==> config.mk <==
export PLATFORM = sky130hd
export DESIGN_NAME = mpc_region_slot
export DESIGN_NICKNAME = d
export VERILOG_FILES = /design/src/rtl/mpc_pkg.sv /design/src/rtl/mpc_region_slot.sv
export SDC_FILE = /design/constraint.sdc
export NUM_CORES = 1
export LEC_CHECK = 0
export ABC_AREA = 0
export BUFFER_PORTS_ARGS = -buffer_cell sky130_fd_sc_hd__buf_2
export CAP_MARGIN = 20
export CORE_UTILIZATION = 60
export DETAILED_ROUTE_END_ITERATION = 10
export PLACE_DENSITY = 0.85
export SLEW_MARGIN = 40
export SYNTH_ARGS = -nofsm -noshare
export SYNTH_HDL_FRONTEND = slang
export SYNTH_SLANG_ARGS = --single-unit
==> constraint.sdc <==
create_clock -name clk -period 5.5 [get_ports clk]
set_input_delay 0.55 -clock clk [delete_from_list [all_inputs] [get_ports clk]]
set_output_delay 0.55 -clock clk [all_outputs]
set_load 0.01 [all_outputs]
==> src/rtl/mpc_pkg.sv <==
package mpc_pkg;
   typedef enum logic [1:0] {
      PERM_NONE = 2'b00,
      PERM_RO   = 2'b01,
      PERM_RW   = 2'b10,
      PERM_RSVD = 2'b11
   } perm_t;

   function automatic logic perm_allows(input perm_t p, input logic is_write);
      case (p)
         PERM_RO: perm_allows = !is_write;
         PERM_RW: perm_allows = 1'b1;
         default: perm_allows = 1'b0;
      endcase
   endfunction
endpackage

==> src/rtl/mpc_region_slot.sv <==
module mpc_region_slot
   import mpc_pkg::*;
#(
   parameter int ADDR_W = 32,
   parameter int IDX_W  = 3,
   parameter int SLOT   = 0
) (
   input  logic              clk,
   input  logic              rst_n,
   input  logic              cfg_we,
   input  logic [IDX_W-1:0]  cfg_idx,
   input  logic              cfg_en,
   input  logic [1:0]        cfg_perm,
   input  logic [ADDR_W-1:0] cfg_base,
   input  logic [ADDR_W-1:0] cfg_size,
   input  logic [ADDR_W-1:0] chk_addr,
   output logic              match,
   output perm_t             perm
);
   localparam logic [IDX_W-1:0] MY_IDX = IDX_W'(SLOT);

   logic              en_q;
   perm_t             perm_q;
   logic [ADDR_W-1:0] base_q;
   logic [ADDR_W-1:0] size_q;
   logic [ADDR_W-1:0] offset;
   logic              sel;

   assign sel = cfg_we && (cfg_idx == MY_IDX);

   always_ff @(posedge clk) begin
      if (!rst_n) begin
         en_q   <= 1'b0;
         perm_q <= PERM_NONE;
         base_q <= '0;
         size_q <= '0;
      end else if (sel) begin
         en_q   <= cfg_en;
         perm_q <= perm_t'(cfg_perm);
         base_q <= cfg_base;
         size_q <= cfg_size;
      end
   end

   assign offset = chk_addr - base_q;
   assign match  = en_q && (chk_addr >= base_q) && (offset < size_q);
   assign perm   = perm_q;


   cfg_load_chk: assert property (@(posedge clk) disable iff (!rst_n)
      sel |=> (base_q == $past(cfg_base)) && (size_q == $past(cfg_size)));
endmodule

==> summary.txt, run 1 <==
fin crit share: 85.68%
RSZ-0062 raised after global routing: false
critical-path maximum fanout: 8
post-DP HPWL: 9.587 mm
via count: 4871
r2r setup slk: 4.76 ns
worst-skew pair later-pin latency: 0.35 ns
clock sinks: 67
net count after synthesis: 853
Rel. slew slack: 55.84%
hold-fix buffers at CTS: 0
leak pwr: 2.349 nW
#FFs+latches synth: 67
Setup crit start kind: flip-flop
Seq/Total Area, Yosys: 25.98%
remaining global-route overflow: 0
r2r startpoint: base_q[2]
crit-path max cell delay: 0.42 ns
Post-synth ARST share: 0%
Required @ worst endpoint: 4.95 ns
Post-synth top flop: dfxtp_1
std cell rows: 33
Post CTS Setup Buffer Count: 0
Routed Wire Length: 12.49 mm
most common cell after layout, fill and taps aside: nand2_1
Die ar.: 0.008979 mm^2
average size of a mapped cell: 7.547 um^2
Metal-1 WL: 6.034 mm
Final Hold Viols: 0
crit path DAT: 4.16 ns
setup TNS: 0 ns
largest family of logic cells by synthesized area: compound AO/OA/AOI/OAI gates
status: finished clean
WL/cell: 14.26 um
Antenna Violating Nets Remaining: 0
Clock Tree Buf Depth: 2
Ys Warns: 0
Slew @ Worst Pin: 0.6625 ns
Num CTS Buffers: 9
synthesized instance count: 684
power per cell area: 223.3 mW/mm^2
critical path's top delay family: compound AO/OA/AOI/OAI gates
most frequent cells in the layout: nand2_1, buf_2, inv_1
fraction of layout cells with a size suffix above 1: 17.51%
Initial Utilization: 62.52%
critical path class: reg2out
global-route wire length before repair: 20.13 mm
Fmax achieved: 0.2122 GHz
CP Capture Type: primary output
vias in the first global route: 4506
HP Class: in2reg
clock root cell: clkbuf_8
CP Launch Point: base_q[9]
Reg2Reg Depth: 2
Adder-Cell Fraction of Synth Area: 15.66%
# diodes: 0
Worst-path clk slew: 0.09 ns
Final Wtd Congestion: 0.9601
IO buf count: 107
Final setup viols: 0
detailed-routed wire length on met3: 591 um
die width: 94.76 um
Tot GR Track Use: 28.50%
Placed Instance Area: 0.005698 mm^2
Mapped Area: 0.005162 mm^2
met2 WL: 5.706 mm
TritonCTS clock tree: done
post-DR vias/cell: 5.561
worst path cell trace: inv_1, ha_1, nand4_1, or3_1, a311o_2, a31oi_4, nand2b_1, a221oi_1, xnor2_1, ha_1, a21o_1, a21o_1, a21oi_1, o2111ai_1, a21oi_1, o311a_1, buf_2
clk_skew: 0 ns
Post-synth EDFFs: 0
Boundary Pins: 108
initial antenna violation count: 0
synth unique cells: 56
Post-Synth XOR/XNOR Area: 5.090%
Buffers & Inverters on Critical Path: 2
Die Ht: 94.76 um
Final Max Tran Viols: 0
Nets: 935
fin crit period: 4.713 ns
RR Endpoint: base_q[2]
post-synthesis mux area share: 0%
Design Area, Final: 0.005924 mm^2
# DRC: 0
CTS resizes: 0
Area Overhead vs Synth: 14.76%
CP max-delay cell: ha_1
DR top layer: met4
core area: 0.008258 mm^2
Max Cap Viol: 0
Synth Area in Compound Gates: 26.95%
area share of and/or/nand/nor cells after synthesis: 17.94%
DRT iter0 DRCs: 194
drt pass-1 iters: 5
Worst VDD drop: 0.1277 mV
WP depth: 17
H-tree depth: 3
pin count of the biggest net entering global routing: 68
CP Capture Point: match
Layout fillers: 696
worst reg2reg max path, cell delays in order (launching register included):
cell,delay (ns)
dfxtp_1,0.34
nand2_1,0.06
a21boi_0,0.25
state kept, by name, summed over array words and instances, names as in the netlist:
name / cells
base_q: 32
size_q: 32
perm: 2
en_q: 1
final cells by class:
class	count	area, um^2	share of cell area [%]
repair buffers	109	553.0	9.335
well taps	105	131.4	2.218
inverters	74	277.8	4.688
flip-flops and latches	67	1341	22.64
clock inverters	5	85.08	1.436
multi-input cells	505	3395	57.30
clock buffers	11	141.4	2.386
Yosys cell counts (all sizes together) (3+ instances only):
| library cell | count | area (um^2) |
|---|---|---|
| a211oi | 4 | 35.03 |
| a21boi | 69 | 518.0 |
| a21o | 20 | 150.1 |
| a21oi | 39 | 198.9 |
| a221oi | 6 | 52.55 |
| a31oi | 6 | 52.55 |
| and3 | 3 | 18.77 |
| buf | 11 | 53.80 |
| clkbuf | 27 | 101.4 |
| dfxtp | 67 | 1341 |
| ha | 63 | 788.3 |
| inv | 74 | 277.8 |
| nand2 | 155 | 584.3 |
| nand2b | 4 | 25.02 |
| nand3 | 7 | 35.03 |
| nand4 | 17 | 106.4 |
| nor2 | 13 | 48.80 |
| nor2b | 4 | 25.02 |
| nor3 | 3 | 15.01 |
| o21a | 3 | 22.52 |
| o21ai | 21 | 105.1 |
| o21bai | 6 | 45.04 |
| o31ai | 3 | 22.52 |
| xnor2 | 17 | 148.9 |
| xor2 | 13 | 113.9 |
worst min path at each step:
stage	from	cells after the start	end	slack [ns]
final	cfg_base[11]	3	base_q[11]	0.43
after global routing	cfg_base[10]	3	base_q[10]	0.43
after CTS	cfg_base[11]	3	base_q[11]	0.43
after detailed placement	base_q[16]	2	base_q[16]	0.46
after global placement	perm[0]	2	perm[0]	0.45
after floorplan	size_q[0]	2	size_q[0]	0.44
kinds of logic (layout without fill, tap and decap cells):
kind of cell,count (synthesis),after routing
simple gates,215,215
compound gates,196,196
buf+inv,112,199
flops,67,67
fa+ha+maj,64,64
xor+xnor,30,30
metal layers:
metal	GRT usage (%)	up-vias
met3	4.348	14
li1	-	2493
met4	8.965	0
met1	37.73	2216
met5	0	-
met2	47.30	148
metrics by stage:
step           power, mW  hold WS [ns]  utilization [%]  std cells  worst slack, ns
6_report           1.323        0.4311            71.74        876           0.7875
3_3_place_gp      0.8424        0.4500            68.97        860           0.9940
3_5_place_dp      0.8555        0.4582            69.00        860           0.8794
5_1_grt            1.392        0.4338            71.74        876           0.4899
2_1_floorplan     0.7529        0.4408                -        684            1.432
4_1_cts            1.325        0.4268            71.74        876           0.8014
power breakdown:
part | internal, mW | switching (mW) | total (mW)
logic | 0.159 | 0.192 | 0.351
clock network | 0.270 | 0.201 | 0.472
registers | 0.495 | 0.00537 | 0.500
total | 0.924 | 0.399 | 1.32
(Power assumes the default switching activity.)
==> run 2: changes to the inputs <==
--- a/config.mk
+++ b/config.mk
@@ -11,6 +11,7 @@
 export CORE_UTILIZATION = 60
 export DETAILED_ROUTE_END_ITERATION = 10
 export PLACE_DENSITY = 0.85
+export REMOVE_ABC_BUFFERS = 1
 export SLEW_MARGIN = 40
 export SYNTH_ARGS = -nofsm -noshare
 export SYNTH_HDL_FRONTEND = slang
==> summary.txt, run 2 (synthesis results as in run 1) <==
DRT iter0 DRCs: 348
Routed Wire Length: 12.92 mm
Nets: 936
Placed Instances: 861
Boundary Pins: 108
power per cell area: 214.9 mW/mm^2
clock sinks: 67
post-layout util: 71.44%
fin crit share: 85.70%
Clock Tree Buf Depth: 2
Worst VDD drop: 0.1780 mV
critical-path maximum fanout: 7
clock root cell: clkbuf_8
Layout fillers: 713
critical path class: reg2out
Initial Utilization: 62.52%
Worst-path clk slew: 0.09 ns
most common cell after layout, fill and taps aside: nand2_1
TritonCTS clock tree: done
# diodes: 0
Post-Layout Cell Count: 877
H-tree depth: 3
crit path DAT: 4.16 ns
post-DR vias/cell: 5.612
pin count of the biggest net entering global routing: 68
Rel. slew slack: 55.12%
status: finished clean
Antenna Violating Nets Remaining: 0
Area Overhead vs Synth: 14.28%
Tot GR Track Use: 29.42%
Final setup viols: 0
hold-fix buffers at CTS: 0
IO buf count: 107
die width: 94.76 um
min setup slack post-route: 0.7865 ns
Slew @ Worst Pin: 0.6731 ns
Fmax achieved: 0.2122 GHz
global-route wire length before repair: 20.67 mm
CTS resizes: 0
worst-skew pair later-pin latency: 0.35 ns
Num CTS Buffers: 9
Post CTS Setup Buffer Count: 0
via count: 4922
vias in the first global route: 4474
Final Wtd Congestion: 0.9091
Final Hold Viols: 0
CP Capture Type: primary output
leak pwr: 2.332 nW
Max Cap Viol: 0
fraction of layout cells with a size suffix above 1: 17.62%
initial antenna violation count: 0
core area: 0.008258 mm^2
Die Ht: 94.76 um
std cell rows: 33
# DRC: 0
RSZ-0062 raised after global routing: false
Die ar.: 0.008979 mm^2
Required @ worst endpoint: 4.95 ns
drt pass-1 iters: 5
fin crit period: 4.714 ns
remaining global-route overflow: 0
most frequent cells in the layout: nand2_1, buf_2, inv_1
post-DP HPWL: 9.937 mm
WL/cell: 14.73 um
Final Max Tran Viols: 0
pre-CTS setup slack: 0.8713 ns
Setup crit start kind: flip-flop
PnR Total Power: 1.268 mW
WHS: 0.4300 ns
HP Class: in2reg
clk_skew: 0 ns
run 2: cell types whose count changed in the layout (fill, tap and decap cells not counted):
| cell | change |
|---|---|
| buf_4 | +1 |
| bufinv_16 | -1 |
| clkbuf_8 | -1 |
| clkinv_2 | +1 |
| clkinvlp_4 | +2 |
| inv_6 | -1 |
run 2: worst max-delay path, cell delays in order (launching register included):
cell and delay [ns]:
dfxtp_1 0.34, inv_1 0.05, ha_1 0.43, nand4_1 0.19
or3_1 0.36, a311o_2 0.36, a31oi_4 0.26, nand2b_1 0.19
a221oi_1 0.11, xnor2_1 0.14, ha_1 0.30, a21o_1 0.19
a21o_1 0.17, a21oi_1 0.16, o2111ai_1 0.12, a21oi_1 0.13
o311a_1 0.19, buf_2 0.13
run 2: area by class of cell:
type | instances | area [um^2] | area share (%)
Clock inverter | 6 | 66.31 | 1.124
Sequential cell | 67 | 1341 | 22.74
Tap cell | 105 | 131.4 | 2.227
Timing Repair Buffer | 110 | 560.5 | 9.502
Multi-Input combinational cell | 505 | 3395 | 57.54
Inverter | 74 | 277.8 | 4.708
Clock buffer | 10 | 127.6 | 2.163
run 2: path summary, 6_finish.rpt:
path	startpoint	endpoint	slack (ns)	cells past startpoint
max reg2reg	base_q[1]	base_q[1]	4.79	2
min	cfg_size[2]	size_q[2]	0.43	3
min reg2reg	base_q[26]	base_q[26]	0.46	2
max	base_q[12]	match	0.79	17
run 2: per-stage QoR:
stage	setup TNS (ns)	instance area (um^2)
finish	0	5899
detailed placement	0	5705
global route	0	5899
floorplan	-36.28	5007
global placement	0	5703
CTS	0	5899
run 2: report_power, final:
group          internal (mW)  switching [mW]
Sequential             0.495         0.00552
Clock                  0.209           0.205
Combinational          0.159           0.194
Total                  0.863           0.405
run 2: metal layers:
layer / track usage [%] / vias to the layer above / routed length (um)
met5: 0 / - / 0
met4: 8.333 / 0 / 177
met3: 3.945 / 18 / 691
met2: 46.94 / 173 / 5816
met1: 41.17 / 2229 / 6231
li1: - / 2502 / -
